[src/rtl/ifu_pkg.sv]
package ifu_pkg;

    // Source for the next PC / IR update
    typedef enum logic [1:0] {
        NXT_HOLD  = 2'd0,
        NXT_SEQ   = 2'd1,
        NXT_REDIR = 2'd2,
        NXT_TRAP  = 2'd3
    } nxt_e;

    typedef struct packed {
        nxt_e sel;
        logic fetch_req;
    } ifu_ctl_t;

    // Priority: trap > redirect > stall > sequential
    function automatic nxt_e pick_next(input logic exc, input logic redir, input logic busy);
        if (exc)        return NXT_TRAP;
        else if (redir) return NXT_REDIR;
        else if (busy)  return NXT_HOLD;
        else            return NXT_SEQ;
    endfunction

endpackage

[src/rtl/ifu_sel.sv]
module ifu_sel
    import ifu_pkg::*;
(
    input  logic     mem_busy,
    input  logic     redir_valid,
    input  logic     exc_valid,
    output ifu_ctl_t ctl
);
    always_comb begin
        ctl.sel       = pick_next(exc_valid, redir_valid, mem_busy);
        ctl.fetch_req = ~mem_busy;
    end
endmodule

[src/rtl/ifu_pc.sv]
module ifu_pc
    import ifu_pkg::*;
#(
    parameter int ADDR_W  = 24,
    parameter int PC_W    = ADDR_W - 2,
    parameter logic [PC_W-1:0] START_PC = '0
) (
    input  logic              clk,
    input  logic              rst,
    input  nxt_e              sel,
    input  logic [ADDR_W-1:0] redir_addr,
    output logic [PC_W-1:0]   pc_q
);
    logic [PC_W-1:0] redir_pc;
    logic [PC_W-1:0] pc_d;

    assign redir_pc = PC_W'(redir_addr >> 2);

    always_comb begin
        unique case (sel)
            NXT_SEQ:   pc_d = pc_q + PC_W'(1);
            NXT_REDIR: pc_d = redir_pc;
            NXT_TRAP:  pc_d = pc_q;
            default:   pc_d = pc_q;
        endcase
    end

    always_ff @(posedge clk) begin
        if (rst) pc_q <= START_PC;
        else     pc_q <= pc_d;
    end

    AST_PC_SEQ_STEP: assert property (@(posedge clk) disable iff (rst)
        sel == NXT_SEQ |=> pc_q == $past(pc_q) + PC_W'(1));
endmodule

[src/rtl/ifu_ir.sv]
module ifu_ir
    import ifu_pkg::*;
#(
    parameter int INSTR_W = 32,
    parameter int CAUSE_W = 1,
    parameter int N_CAUSE = 1 << CAUSE_W,
    parameter logic [INSTR_W-1:0] NOP_WORD = '0,
    parameter logic [N_CAUSE*INSTR_W-1:0] TRAP_WORDS = '0
) (
    input  logic               clk,
    input  logic               rst,
    input  nxt_e               sel,
    input  logic [CAUSE_W-1:0] cause,
    input  logic [INSTR_W-1:0] fetch_word,
    output logic [INSTR_W-1:0] ir_q
);
    logic [INSTR_W-1:0] trap_tbl [N_CAUSE];
    logic [INSTR_W-1:0] ir_d;

    for (genvar g = 0; g < N_CAUSE; g++) begin : g_trap
        assign trap_tbl[g] = TRAP_WORDS[g*INSTR_W +: INSTR_W];
    end

    always_comb begin
        unique case (sel)
            NXT_SEQ:   ir_d = fetch_word;
            NXT_REDIR: ir_d = NOP_WORD;
            NXT_TRAP:  ir_d = trap_tbl[cause];
            default:   ir_d = ir_q;
        endcase
    end

    always_ff @(posedge clk) begin
        if (rst) ir_q <= NOP_WORD;
        else     ir_q <= ir_d;
    end

    AST_IR_SQUASH: assert property (@(posedge clk) disable iff (rst)
        sel == NXT_REDIR |=> ir_q == NOP_WORD);
endmodule

[src/rtl/ifu_top.sv]
module ifu_top
    import ifu_pkg::*;
#(
    parameter int ADDR_W  = 24,
    parameter int INSTR_W = 32,
    parameter int CAUSE_W = 1,
    parameter logic [ADDR_W-1:0]  START_ADDR = 24'h000100,
    parameter logic [INSTR_W-1:0] NOP_WORD   = 32'hF000_0000,
    parameter logic [(1<<CAUSE_W)*INSTR_W-1:0] TRAP_WORDS = {32'hB800_0080, 32'hB800_0040}
) (
    input  logic               clk,
    input  logic               rst,
    input  logic               mem_busy,
    input  logic               redir_valid,
    input  logic [ADDR_W-1:0]  redir_addr,
    input  logic               exc_valid,
    input  logic [CAUSE_W-1:0] exc_cause,
    input  logic [INSTR_W-1:0] bus_rdata,
    output logic               bus_req,
    output logic [ADDR_W-1:0]  bus_addr,
    output logic [ADDR_W-1:0]  pc_byte,
    output logic [INSTR_W-1:0] ir
);
    localparam int PC_W    = ADDR_W - 2;
    localparam int N_CAUSE = 1 << CAUSE_W;
    localparam logic [PC_W-1:0] START_PC = START_ADDR[ADDR_W-1:2];

    ifu_ctl_t        ctl;
    logic [PC_W-1:0] pc_q;

    ifu_sel u_sel (
        .mem_busy    (mem_busy),
        .redir_valid (redir_valid),
        .exc_valid   (exc_valid),
        .ctl         (ctl)
    );

    ifu_pc #(.ADDR_W(ADDR_W), .PC_W(PC_W), .START_PC(START_PC)) u_pc (
        .clk        (clk),
        .rst        (rst),
        .sel        (ctl.sel),
        .redir_addr (redir_addr),
        .pc_q       (pc_q)
    );

    ifu_ir #(.INSTR_W(INSTR_W), .CAUSE_W(CAUSE_W), .N_CAUSE(N_CAUSE),
             .NOP_WORD(NOP_WORD), .TRAP_WORDS(TRAP_WORDS)) u_ir (
        .clk        (clk),
        .rst        (rst),
        .sel        (ctl.sel),
        .cause      (exc_cause),
        .fetch_word (bus_rdata),
        .ir_q       (ir)
    );

    assign bus_req  = ctl.fetch_req;
    assign bus_addr = {pc_q, 2'b00};
    assign pc_byte  = {pc_q, 2'b00};

    AST_STALL_PC_HOLD: assert property (@(posedge clk) disable iff (rst)
        mem_busy && !redir_valid && !exc_valid |=> $stable(pc_q));
    AST_IDLE_IR_HOLD: assert property (@(posedge clk) disable iff (rst)
        !bus_req && !redir_valid && !exc_valid |=> $stable(ir));
    AST_REDIR_LOAD: assert property (@(posedge clk) disable iff (rst)
        redir_valid && !exc_valid |=> pc_q == $past(redir_addr[ADDR_W-1:2]));
    AST_TRAP_PC_HOLD: assert property (@(posedge clk) disable iff (rst)
        exc_valid |=> $stable(pc_q));
endmodule

[config.mk]
export PLATFORM = sky130hd
export DESIGN_NAME = ifu_top
export DESIGN_NICKNAME = d
export VERILOG_FILES = /design/src/rtl/ifu_pkg.sv /design/src/rtl/ifu_sel.sv /design/src/rtl/ifu_pc.sv /design/src/rtl/ifu_ir.sv /design/src/rtl/ifu_top.sv
export SDC_FILE = /design/constraint.sdc
export NUM_CORES = 1
export LEC_CHECK = 0
export BUFFER_PORTS_ARGS = -buffer_cell sky130_fd_sc_hd__buf_2
export CAP_MARGIN = 0
export CORE_ASPECT_RATIO = 1.2
export CORE_MARGIN = 2
export CORE_UTILIZATION = 42
export DETAILED_ROUTE_END_ITERATION = 10
export PLACE_DENSITY = 0.77
export SLEW_MARGIN = 5
export SYNTH_ARGS = -nofsm -noshare
export SYNTH_HDL_FRONTEND = slang
export SYNTH_SLANG_ARGS = --single-unit
[constraint.sdc]
create_clock -name clk -period 3.2 [get_ports clk]
set_clock_uncertainty 0.15 [all_clocks]
set_input_delay 0.96 -clock clk [delete_from_list [all_inputs] [get_ports clk]]
set_output_delay 0.96 -clock clk [all_outputs]
set_load 0.03 [all_outputs]
==> impl_metrics.py <==
metrics = {
    "logic_synthesis": {
        "synth_seq_cells": 54,
        "syn_area_per_cell_um2": 8.055,
        "synthCells": 368,
        "synth_edf_count": 0,
        "synth_top_area_share_pct": 36.47,
        "syn_area_um2": 2964,
        "ys_async_sr_fraction_pct": 0,
        "synthFlopType": "dfxtp_1",
        "yosysTopAreaCell": "dfxtp_1",
        "synth.area.top_cells": "dfxtp_1, nand3b_1, buf_4",
        "synth_cell_types": 52,
        "ys_seq_area_share_pct": 36.47,
        "ys_warn_count": 0,
    },
    "critical_path": {
        "rr_startpoint": "u_pc.pc_q[4]$_SDFFE_PP0P_",
        "cpMaxStageDelayCell": "buf_2",
        "r2r_slack_ns": 0.89,
        "path_buf_inv": 3,
        "cpMostUsedCell": "buf_2",
        "crit_family": "buffers and inverters",
        "r2r-end": "u_pc.pc_q[20]$_SDFFE_PP0P_",
        "critPathCaptureType": "output pin",
        "cpPeakStageDelay_ns": 0.18,
        "worstSetupPathType": "in -> out",
        "crit_required_ns": 2.09,
        "path_max_fanout": 2,
        "ff2ff_path_depth": 4,
        "critPathArrivalTime_ns": 1.31,
        "path_cells": "buf_2, inv_1, buf_2",
        "critPathLaunchType": "primary input",
    },
    "pwr": {
        "p_per_area_nw_per_um2": 426.3,
        "ir_drop_mv": 0.2089,
        "p_leak_nw": 1.539,
    },
    "layout": {
        "area_delta_synth_final_pct": 21.19,
        "fill_cells": 681,
        "final_cell_mix": "buf_2, dfxtp_1, nand2_1",
        "n_antenna_cell": 0,
        "final_common_cell": "buf_2",
        "utilization_pct": 52.41,
        "regArea_um2": 1081,
        "multiInputGateArea_um2": 1501,
        "nets": 530,
        "drive_above_1_share_pct": 35.33,
    },
    "global_routing": {
        "grt_pass1_vias": 2640,
        "groute.usage.overall_pct": 19.60,
        "antenna_found_initial": 0,
        "grt_start_max_net_pins": 34,
        "grt_pass1_wl_mm": 12.30,
        "gr-total-overflow": 0,
    },
    "place": {
        "place.gp.congestion": 0.8379,
        "hpwl_mm": 5.602,
        "port_buffers": 136,
        "pre_cts_ws_ns": 0.5106,
    },
    "sta": {
        "finalHoldViolations": 0,
        "clock.fmax_mhz": 413.9,
        "period_share_pct": 75.50,
        "whs_ns": 0.3129,
        "rsz0062_at_grt": "false",
        "tightest_slew_ns": 0.8419,
        "max_slew_margin_pct": 43.36,
        "final-setup-viol-count": 0,
        "maxSlewViolCount": 0,
        "period_minus_slack_ns": 2.416,
        "setup_ws_ns": 0.7840,
        "setup-tns-final_ns": 0,
    },
    "run": {
        "maxCapViolations": 0,
    },
    "clock_network": {
        "ctsResizeCount": 0,
        "post-cts-setup-buffers": 0,
        "cts_tree": "done",
        "clock_path_buffers": 2,
        "cts_buffers": 5,
        "path_clk_slew_ns": 0.09,
        "clkSinkCount": 54,
        "clock_latency_ns": 0.30,
        "cts_hold_buf": 0,
        "cts_root_buffer": "clkbuf_8",
        "htreeDepth": 2,
    },
    "die": {
        "rows": 33,
        "ios": 143,
        "die_y_um": 96.03,
        "start_util_pct": 43.25,
        "die_w_um": 80.69,
        "core_area_um2": 6854,
        "fp.dieArea_um2": 7748,
    },
    "detailed_routing": {
        "vias": 3025,
        "ant_nets": 0,
        "first_pass_iters": 5,
        "vias_per_cell": 5.460,
        "drtIter0Drc": 169,
        "drc_errors": 0,
        "routedWlPerCell_um": 13.92,
        "wirelength_mm": 7.709,
    },
    "status": {
        "outcome": "finished clean",
    },
    "hold_path": {
        "hp-start": "u_ir.ir_q[21]$_SDFFE_PP0P_",
        "whs_path_depth": 2,
        "hold_path_end": "u_ir.ir_q[21]$_SDFFE_PP0P_",
        "hp-class": "reg -> reg",
    },
}
-- flip-flops by register name (all words and copies together) (netlist names) --
register / flops
u_ir.ir_q: 32
u_pc.pc_q: 22
-- kinds of logic after synthesis --
| logic type | synth area share, % |
|---|---|
| compound gates | 21.28 |
| fa+ha+maj | 0.8441 |
| buf+inv | 13.51 |
| flops | 36.47 |
| other cells | 0.1265 |
| simple gates | 27.78 |
-- worst max path at each step --
| stage | cells after the start | startpoint | slack (ns) | end |
|---|---|---|---|---|
| after detailed placement | 7 | redir_valid | 0.51 | u_pc.pc_q[16]$_SDFFE_PP0P_ |
| after global placement | 7 | redir_valid | 0.55 | u_pc.pc_q[16]$_SDFFE_PP0P_ |
| final | 3 | mem_busy | 0.78 | bus_req |
| after floorplan | 8 | exc_valid | 0.001 | u_pc.pc_q[16]$_SDFFE_PP0P_ |
| after CTS | 3 | mem_busy | 0.79 | bus_req |
| after global routing | 8 | redir_valid | 0.70 | u_pc.pc_q[21]$_SDFFE_PP0P_ |
-- cells in the mapped netlist (9+ instances only) --
| master | n |
|---|---|
| dfxtp_1 | 54 |
| nor2_1 | 14 |
| nand3b_1 | 27 |
| buf_4 | 26 |
| a21oi_1 | 38 |
| clkbuf_1 | 23 |
| nand3_1 | 10 |
| nand2_1 | 40 |
| nor2b_1 | 9 |
| nand4_1 | 9 |
| o21ai_0 | 16 |
| inv_1 | 9 |
-- area by class of cell --
class                   count  share of cell area, %
well taps                  87                  3.030
multi-input cells         251                  41.80
inverters                  10                  1.045
clock buffers               8                  3.065
flip-flops and latches     54                  30.09
repair buffers            144                  20.97
-- where the power goes --
| part | switching, mW | leakage (nW) | total [mW] | internal (mW) |
|---|---|---|---|---|
| logic | 0.230 | 1.04 | 0.351 | 0.121 |
| registers | 0.0395 | 0.441 | 0.744 | 0.704 |
| clock network | 0.218 | 0.0575 | 0.437 | 0.219 |
| total | 0.487 | 1.54 | 1.53 | 1.04 |
-- stage by stage --
step	cell area [um2]	cells	power, mW
after floorplan	2978	371	1.021
after global placement	3482	546	1.104
after detailed placement	3482	546	1.110
after CTS	3592	554	1.559
after global routing	3592	554	1.610
final	3592	554	1.532
-- worst reg2reg max path, stage by stage, from the launching register on --
cell and delay (ns):
dfxtp_1 0.47, nand4_2 0.30, or4_4 0.63, or4_1 0.53, a31oi_1 0.18
-- metal layers --
layer,GRT usage [%],routed length (um),vias to the layer above
li1,-,-,1485
met1,23.78,3097,1376
met2,34.93,3801,150
met3,4.315,691,14
met4,5.085,119,0
met5,0,0,-
(Power assumes the default switching activity.)
